<file path="src/rtl/hinv_pkg.sv">
package hinv_pkg;

  localparam int unsigned DIM   = 3;
  localparam int unsigned CELLS = DIM * DIM;

  // Reciprocal of an odd residue modulo a power of two, by Newton iteration.
  // Each round doubles the number of correct low bits (3 -> 6 -> 12 -> 24 -> 48),
  // so five rounds cover any width up to 32. Even inputs return zero.
  function automatic logic [31:0] recip_odd(input logic [31:0] d);
    logic [31:0] x;
    if (!d[0]) return 32'd0;
    x = d;
    for (int i = 0; i < 5; i++) begin
      x = x * (32'd2 - d * x);
    end
    return x;
  endfunction

  // Cyclic successor of a row or column index in a 3x3 matrix.
  function automatic int unsigned nxt(input int unsigned i, input int unsigned step);
    return (i + step) % DIM;
  endfunction

endpackage

</file>
<file path="src/rtl/hinv_product_stage.sv">
module hinv_product_stage #(
  parameter int unsigned W = 4
) (
  input  logic                               clk,
  input  logic                               rst_n,
  input  logic [hinv_pkg::CELLS-1:0][W-1:0]  key_i,
  output logic [hinv_pkg::CELLS-1:0][W-1:0]  prod_pos_o,
  output logic [hinv_pkg::CELLS-1:0][W-1:0]  prod_neg_o,
  output logic [hinv_pkg::CELLS-1:0][W-1:0]  key_o
);
  import hinv_pkg::*;

  logic [CELLS-1:0][W-1:0] pos_c;
  logic [CELLS-1:0][W-1:0] neg_c;

  // Cofactor (r,c) uses the 2x2 minor on rows r+1,r+2 and columns c+1,c+2 (cyclic).
  for (genvar r = 0; r < DIM; r++) begin : g_row
    for (genvar c = 0; c < DIM; c++) begin : g_col
      localparam int unsigned R1 = nxt(r, 1);
      localparam int unsigned R2 = nxt(r, 2);
      localparam int unsigned C1 = nxt(c, 1);
      localparam int unsigned C2 = nxt(c, 2);
      localparam int unsigned IDX = r * DIM + c;
      assign pos_c[IDX] = key_i[R1*DIM+C1] * key_i[R2*DIM+C2];
      assign neg_c[IDX] = key_i[R1*DIM+C2] * key_i[R2*DIM+C1];
    end
  end

  always_ff @(posedge clk) begin
    if (!rst_n) begin
      prod_pos_o <= '0;
      prod_neg_o <= '0;
      key_o      <= '0;
    end else begin
      prod_pos_o <= pos_c;
      prod_neg_o <= neg_c;
      key_o      <= key_i;
    end
  end

endmodule

</file>
<file path="src/rtl/hinv_cofactor_stage.sv">
module hinv_cofactor_stage #(
  parameter int unsigned W = 4
) (
  input  logic                               clk,
  input  logic                               rst_n,
  input  logic [hinv_pkg::CELLS-1:0][W-1:0]  prod_pos_i,
  input  logic [hinv_pkg::CELLS-1:0][W-1:0]  prod_neg_i,
  input  logic [hinv_pkg::CELLS-1:0][W-1:0]  key_i,
  output logic [hinv_pkg::CELLS-1:0][W-1:0]  adj_o,
  output logic [hinv_pkg::CELLS-1:0][W-1:0]  key_o
);
  import hinv_pkg::*;

  logic [CELLS-1:0][W-1:0] adj_c;

  // Difference of the two minor products, stored transposed: adj(c,r) = cof(r,c).
  for (genvar r = 0; r < DIM; r++) begin : g_row
    for (genvar c = 0; c < DIM; c++) begin : g_col
      assign adj_c[c*DIM+r] = prod_pos_i[r*DIM+c] - prod_neg_i[r*DIM+c];
    end
  end

  always_ff @(posedge clk) begin
    if (!rst_n) begin
      adj_o <= '0;
      key_o <= '0;
    end else begin
      adj_o <= adj_c;
      key_o <= key_i;
    end
  end

endmodule

</file>
<file path="src/rtl/hinv_det_stage.sv">
module hinv_det_stage #(
  parameter int unsigned W = 4
) (
  input  logic                               clk,
  input  logic                               rst_n,
  input  logic [hinv_pkg::CELLS-1:0][W-1:0]  adj_i,
  input  logic [hinv_pkg::CELLS-1:0][W-1:0]  key_i,
  output logic [W-1:0]                       det_o,
  output logic [W-1:0]                       inv_o,
  output logic [hinv_pkg::CELLS-1:0][W-1:0]  adj_o
);
  import hinv_pkg::*;

  logic [W-1:0] det_c;
  logic [31:0]  recip_wide;
  logic [W-1:0] inv_c;
  // Named check terms: key row 1 against adjugate column 1, key row 0 against column 1.
  logic [W-1:0] diag_row1_c;
  logic [W-1:0] offdiag_row0_c;

  // Expansion along key row 0: adj(j,0) holds cof(0,j).
  always_comb begin
    det_c = '0;
    for (int j = 0; j < DIM; j++) begin
      det_c = det_c + key_i[j] * adj_i[j*DIM+0];
    end
  end

  always_comb begin
    diag_row1_c    = '0;
    offdiag_row0_c = '0;
    for (int k = 0; k < DIM; k++) begin
      diag_row1_c    = diag_row1_c    + key_i[DIM+k] * adj_i[k*DIM+1];
      offdiag_row0_c = offdiag_row0_c + key_i[k]     * adj_i[k*DIM+1];
    end
  end

  assign recip_wide = recip_odd({{(32-W){1'b0}}, det_c});
  assign inv_c      = recip_wide[W-1:0];

  always_ff @(posedge clk) begin
    if (!rst_n) begin
      det_o <= '0;
      inv_o <= '0;
      adj_o <= '0;
    end else begin
      det_o <= det_c;
      inv_o <= inv_c;
      adj_o <= adj_i;
    end
  end

  AST_ADJ_DIAG: assert property (@(posedge clk) disable iff (!rst_n)
    diag_row1_c == det_c);
  AST_ADJ_OFFDIAG: assert property (@(posedge clk) disable iff (!rst_n)
    offdiag_row0_c == '0);
  AST_RECIP_ODD: assert property (@(posedge clk) disable iff (!rst_n)
    det_o[0] |-> ((det_o * inv_o) == W'(1)));
  AST_RECIP_EVEN: assert property (@(posedge clk) disable iff (!rst_n)
    !det_o[0] |-> (inv_o == '0));

endmodule

</file>
<file path="src/rtl/hinv_scale_stage.sv">
module hinv_scale_stage #(
  parameter int unsigned W = 4
) (
  input  logic                               clk,
  input  logic                               rst_n,
  input  logic [W-1:0]                       inv_i,
  input  logic [hinv_pkg::CELLS-1:0][W-1:0]  adj_i,
  output logic [hinv_pkg::CELLS-1:0][W-1:0]  key_o
);
  import hinv_pkg::*;

  logic [CELLS-1:0][W-1:0] scaled_c;

  for (genvar i = 0; i < CELLS; i++) begin : g_cell
    assign scaled_c[i] = inv_i * adj_i[i];
  end

  always_ff @(posedge clk) begin
    if (!rst_n) key_o <= '0;
    else        key_o <= scaled_c;
  end

  AST_ZERO_RECIP_CLEARS: assert property (@(posedge clk) disable iff (!rst_n)
    (inv_i == '0) |=> (key_o == '0));

endmodule

</file>
<file path="src/rtl/mat3_inv_mod16.sv">
module mat3_inv_mod16 #(
  parameter int unsigned W = 4
) (
  input  logic                                  clk,
  input  logic                                  rst_n,
  input  logic [hinv_pkg::CELLS*W-1:0]          key_in,
  output logic [hinv_pkg::CELLS*W-1:0]          key_out
);
  import hinv_pkg::*;

  logic [CELLS-1:0][W-1:0] key_c;
  logic [CELLS-1:0][W-1:0] s1_pos, s1_neg, s1_key;
  logic [CELLS-1:0][W-1:0] s2_adj, s2_key;
  logic [W-1:0]            s3_det, s3_inv;
  logic [CELLS-1:0][W-1:0] s3_adj;
  logic [CELLS-1:0][W-1:0] s4_key;

  assign key_c   = key_in;
  assign key_out = s4_key;

  hinv_product_stage #(.W(W)) u_prod (
    .clk(clk), .rst_n(rst_n), .key_i(key_c),
    .prod_pos_o(s1_pos), .prod_neg_o(s1_neg), .key_o(s1_key));

  hinv_cofactor_stage #(.W(W)) u_cof (
    .clk(clk), .rst_n(rst_n), .prod_pos_i(s1_pos), .prod_neg_i(s1_neg),
    .key_i(s1_key), .adj_o(s2_adj), .key_o(s2_key));

  hinv_det_stage #(.W(W)) u_det (
    .clk(clk), .rst_n(rst_n), .adj_i(s2_adj), .key_i(s2_key),
    .det_o(s3_det), .inv_o(s3_inv), .adj_o(s3_adj));

  hinv_scale_stage #(.W(W)) u_scale (
    .clk(clk), .rst_n(rst_n), .inv_i(s3_inv), .adj_i(s3_adj), .key_o(s4_key));

  AST_EVEN_DET_OUT: assert property (@(posedge clk) disable iff (!rst_n)
    !s3_det[0] |=> (key_out == '0));

endmodule

</file>
<file path="config.mk">
export PLATFORM = sky130hd
export DESIGN_NAME = mat3_inv_mod16
export DESIGN_NICKNAME = d
export VERILOG_FILES = /design/src/rtl/hinv_pkg.sv /design/src/rtl/hinv_product_stage.sv /design/src/rtl/hinv_cofactor_stage.sv /design/src/rtl/hinv_det_stage.sv /design/src/rtl/hinv_scale_stage.sv /design/src/rtl/mat3_inv_mod16.sv
export SDC_FILE = /design/constraint.sdc
export NUM_CORES = 1
export LEC_CHECK = 0
export BUFFER_PORTS_ARGS = -buffer_cell sky130_fd_sc_hd__buf_2
export CAP_MARGIN = 20
export CORE_AREA = 2 2 156 158
export DETAILED_ROUTE_END_ITERATION = 16
export DIE_AREA = 0 0 158 160
export HOLD_SLACK_MARGIN = 0.02
export PLACE_DENSITY = 0.74
export SYNTH_ARGS = -nofsm -noshare
export SYNTH_HDL_FRONTEND = slang
export SYNTH_SLANG_ARGS = --single-unit
</file>
<file path="constraint.sdc">
create_clock -name clk -period 9.55 [get_ports clk]
set_input_delay 1.4325 -clock clk [delete_from_list [all_inputs] [get_ports clk]]
set_output_delay 1.4325 -clock clk [all_outputs]
set_load 0.01 [all_outputs]
</file>
==> summary.txt <==
Status
  • Outcome: finished clean

Synthesis
  • Synth warn: 0
  • Post-synth EDFFs: 0
  • Synth async-reset ratio: 0
  • Syn Std Cell Area: 11650 sq um
  • Mapped Cells: 1215
  • Leading area contributor after synthesis: dfxtp_1
  • Top-area cell type share of the netlist area: 0.3575
  • Avg Cell Area, Syn: 9.585 sq um
  • Post-synthesis cell type count: 16
  • Sequential share of the synthesized area: 0.3575
  • Largest cells by area after synthesis: dfxtp_1 (36%), ha_1 (17%), and2_1 (17%), xnor2_1 (16%), nand2_1 (3.9%)
  • Top FF cell, synth: dfxtp_1
  • #FFs+latches synth: 208

Timing
  • Final Setup Violations: 0
  • Final setup skew: 19.14 ps
  • Final hold violations: 0
  • Fmax: 153.8 MHz
  • Max Slew Vio Count: 0
  • Part of the cycle the worst path needs: 0.6809
  • Tmin final: 6502 ps
  • RSZ-0062 raised after global routing: no
  • Worst Tran Pin Value: 849.7 ps
  • TNS Setup: 0 ps
  • Worst slew margin: 0.4328

Global route
  • GRT Residual Overflow: 0
  • First-pass GRT wire length: 35780 microns
  • GRT Overall Usage: 0.1753
  • Vias in the first global route: 7188
  • Initial antenna violation count: 0
  • Largest net degree at the start of global routing: 158

Clock network
  • CTS root buf: clkbuf_16
  • CTS H-tree depth: 1
  • Cts repair resizes: 0
  • CTS tree: built
  • CTS Buf Count: 22
  • Clock Pin Slew Worst Setup and Hold Paths: 60 ps
  • Clock Path Buffers: 3
  • Clk Latency, worst-skew pair: 510 ps
  • CTS Hold Bufs: 0
  • Clock sink count: 208
  • Number of post-CTS setup repair buffers: 0

Min path
  • WHS Path Cells: 1
  • Worst hold path class: reg -> reg

Die
  • Die X: 158 microns
  • Die height: 160 microns
  • Initial core utilization: 0.4889
  • Total core area: 23820 sq um
  • I/O pin count: 74
  • FP Rows: 57
  • Die area: 25280 sq um

Layout
  • Number of diodes: 0
  • FILL cells: 2197
  • Layout cells sized above 1: 0.08736
  • Area Growth Syn to Fin: 11.75%
  • Fin nets: 1480

Placed design
  • Port bufs: 73
  • Gpl congestion: 0.8361
  • HPWL Detailed: 15450 microns

Job
  • Max cap viols: 0

Power and ir drop
  • Total power: 2.171 mW
  • Pwr dens: 166.8 nW/um^2
  • VDD IR max: 0.1095 mV
  • Leakage power: 6.016 nW

Route
  • Routed wire length per instance: 13.29 microns
  • Antenna Nets Post-Route: 0
  • Vias per inst: 4.605
  • Post-route DRC violation count: 0
  • Initial DRT Pass Iterations: 4
  • Routed Wire Length: 21340 microns
  • DR vias: 7395
  • DR iter-0 viols: 294

Worst setup path
  • Reg2Reg Depth: 26
  • Setup Crit Path Kind: reg -> reg
  • CP max FO: 5
  • Req. time, crit path: 9950 ps
  • CP arrival: 6910 ps
  • Crit end category: register
  • Element type at the critical path start: register
[through the flow]
stage	instances	hold WS [ps]	utilization	instance area, sq um	setup slack [ps]
2_1_floorplan	1219	411.9	-	11660	3303
3_3_place_gp	1568	414.4	0.5148	12260	3165
3_5_place_dp	1568	417.7	0.5148	12260	2982
4_1_cts	1605	418.5	0.5452	12990	2988
5_1_grt	1606	436.6	0.5464	13020	2778
6_report	1606	413.1	0.5464	13020	3048
[power by group]
group	switching, mW	internal, mW	leakage [nW]	total, mW
Clock	0.334	0.508	0.358	0.842
Combinational	0.166	0.184	3.95	0.350
Sequential	0.0327	0.947	1.71	0.979
Total	0.533	1.64	6.02	2.17
[cell usage after synthesis, drive strengths merged (6+ instances only)]
master  count
a21oi       9
xnor2     215
ha        160
a21o        9
nand2     121
fa         13
inv        55
clkbuf     50
dfxtp     208
and2      318
xor2        6
and3       29
nor2b      20
[metal layers]
layer  vias to the layer above  part of all wire  GRT usage
met2                       139              0.44     0.2781
met1                      3347              0.50     0.2520
met3                        35             0.041    0.02171
met5                         -                 0          0
met4                         0             0.020    0.04627
li1                       3874                 -          -
[area by class of cell]
class / instances / area [sq um] / area share
multi-input combinational: 906 / 7103 / 0.5458
sequential: 208 / 4164 / 0.3199
clock buffer: 28 / 613.1 / 0.04711
timing repair buffer: 76 / 410.4 / 0.03153
tap: 324 / 405.4 / 0.03115
inverter: 55 / 206.4 / 0.01586
clock inverter: 9 / 112.6 / 0.008652
[worst paths after layout]
check | endpoint | slack [ps] | from
setup / recovery | u_det.inv_o[3]$_SDFF_PN0_ | 3050 | u_cof.adj_o[12]$_SDFF_PN0_
hold reg to reg | u_det.adj_o[18]$_SDFF_PN0_ | 410 | u_cof.adj_o[18]$_SDFF_PN0_
hold / removal | u_det.adj_o[18]$_SDFF_PN0_ | 410 | u_cof.adj_o[18]$_SDFF_PN0_
setup reg to reg | u_det.inv_o[3]$_SDFF_PN0_ | 3050 | u_cof.adj_o[12]$_SDFF_PN0_
[state kept, by name, indices dropped and copies added, names as in the netlist]
name and count:
u_scale.key_o 36, u_cof.key_o 12, u_det.adj_o 36, u_prod.key_o 12, u_prod.prod_neg_o 36, u_cof.adj_o 36
u_det.inv_o 4, u_prod.prod_pos_o 36
[critical path: stages, from the launching register on]
cell and delay (ps):
dfxtp_1 330, and2_1 150, ha_1 300, ha_1 290, inv_1 50, fa_1 530, inv_1 50, fa_1 480
ha_1 320, ha_1 330, and2_1 150, ha_1 290, ha_1 280, and2_1 160, ha_1 290, ha_1 270
and2_1 160, ha_1 270, ha_1 260, and2_1 160, ha_1 200, xnor2_1 170, xnor2_1 150, xnor2_1 150
xnor2_1 160, xnor3_1 310, and2_1 150
[kinds of logic (layout without fill, tap and decap cells)]
kind of cell / Yosys count / count (layout) / synth area share
buf+inv: 105 / 168 / 0.03384
compound gates: 18 / 18 / 0.009668
fa+ha+maj: 173 / 173 / 0.1942
xor+xnor: 222 / 222 / 0.1681
other cells: 1 / 5 / 0.0003220
simple gates: 488 / 488 / 0.2362
flops: 208 / 208 / 0.3575
[cell usage in the layout (no fill, tap or decap)]
cell / count
xor2_1: 6
clkinv_8: 1
dfxtp_1: 208
xnor2_1: 215
buf_4: 3
buf_2: 72
and3_2: 1
clkbuf_1: 2
a21oi_1: 9
inv_6: 1
nand2_1: 121
bufinv_16: 2
conb_1: 5
clkinvlp_4: 1
fa_1: 13
a21o_1: 9
clkbuf_16: 22
nor2b_1: 20
inv_1: 55
xnor3_1: 1
and2_1: 318
clkinv_2: 4
and3_1: 28
clkbuf_8: 4
buf_16: 1
ha_1: 160
No activity file was read; power rests on OpenSTA's default activity.
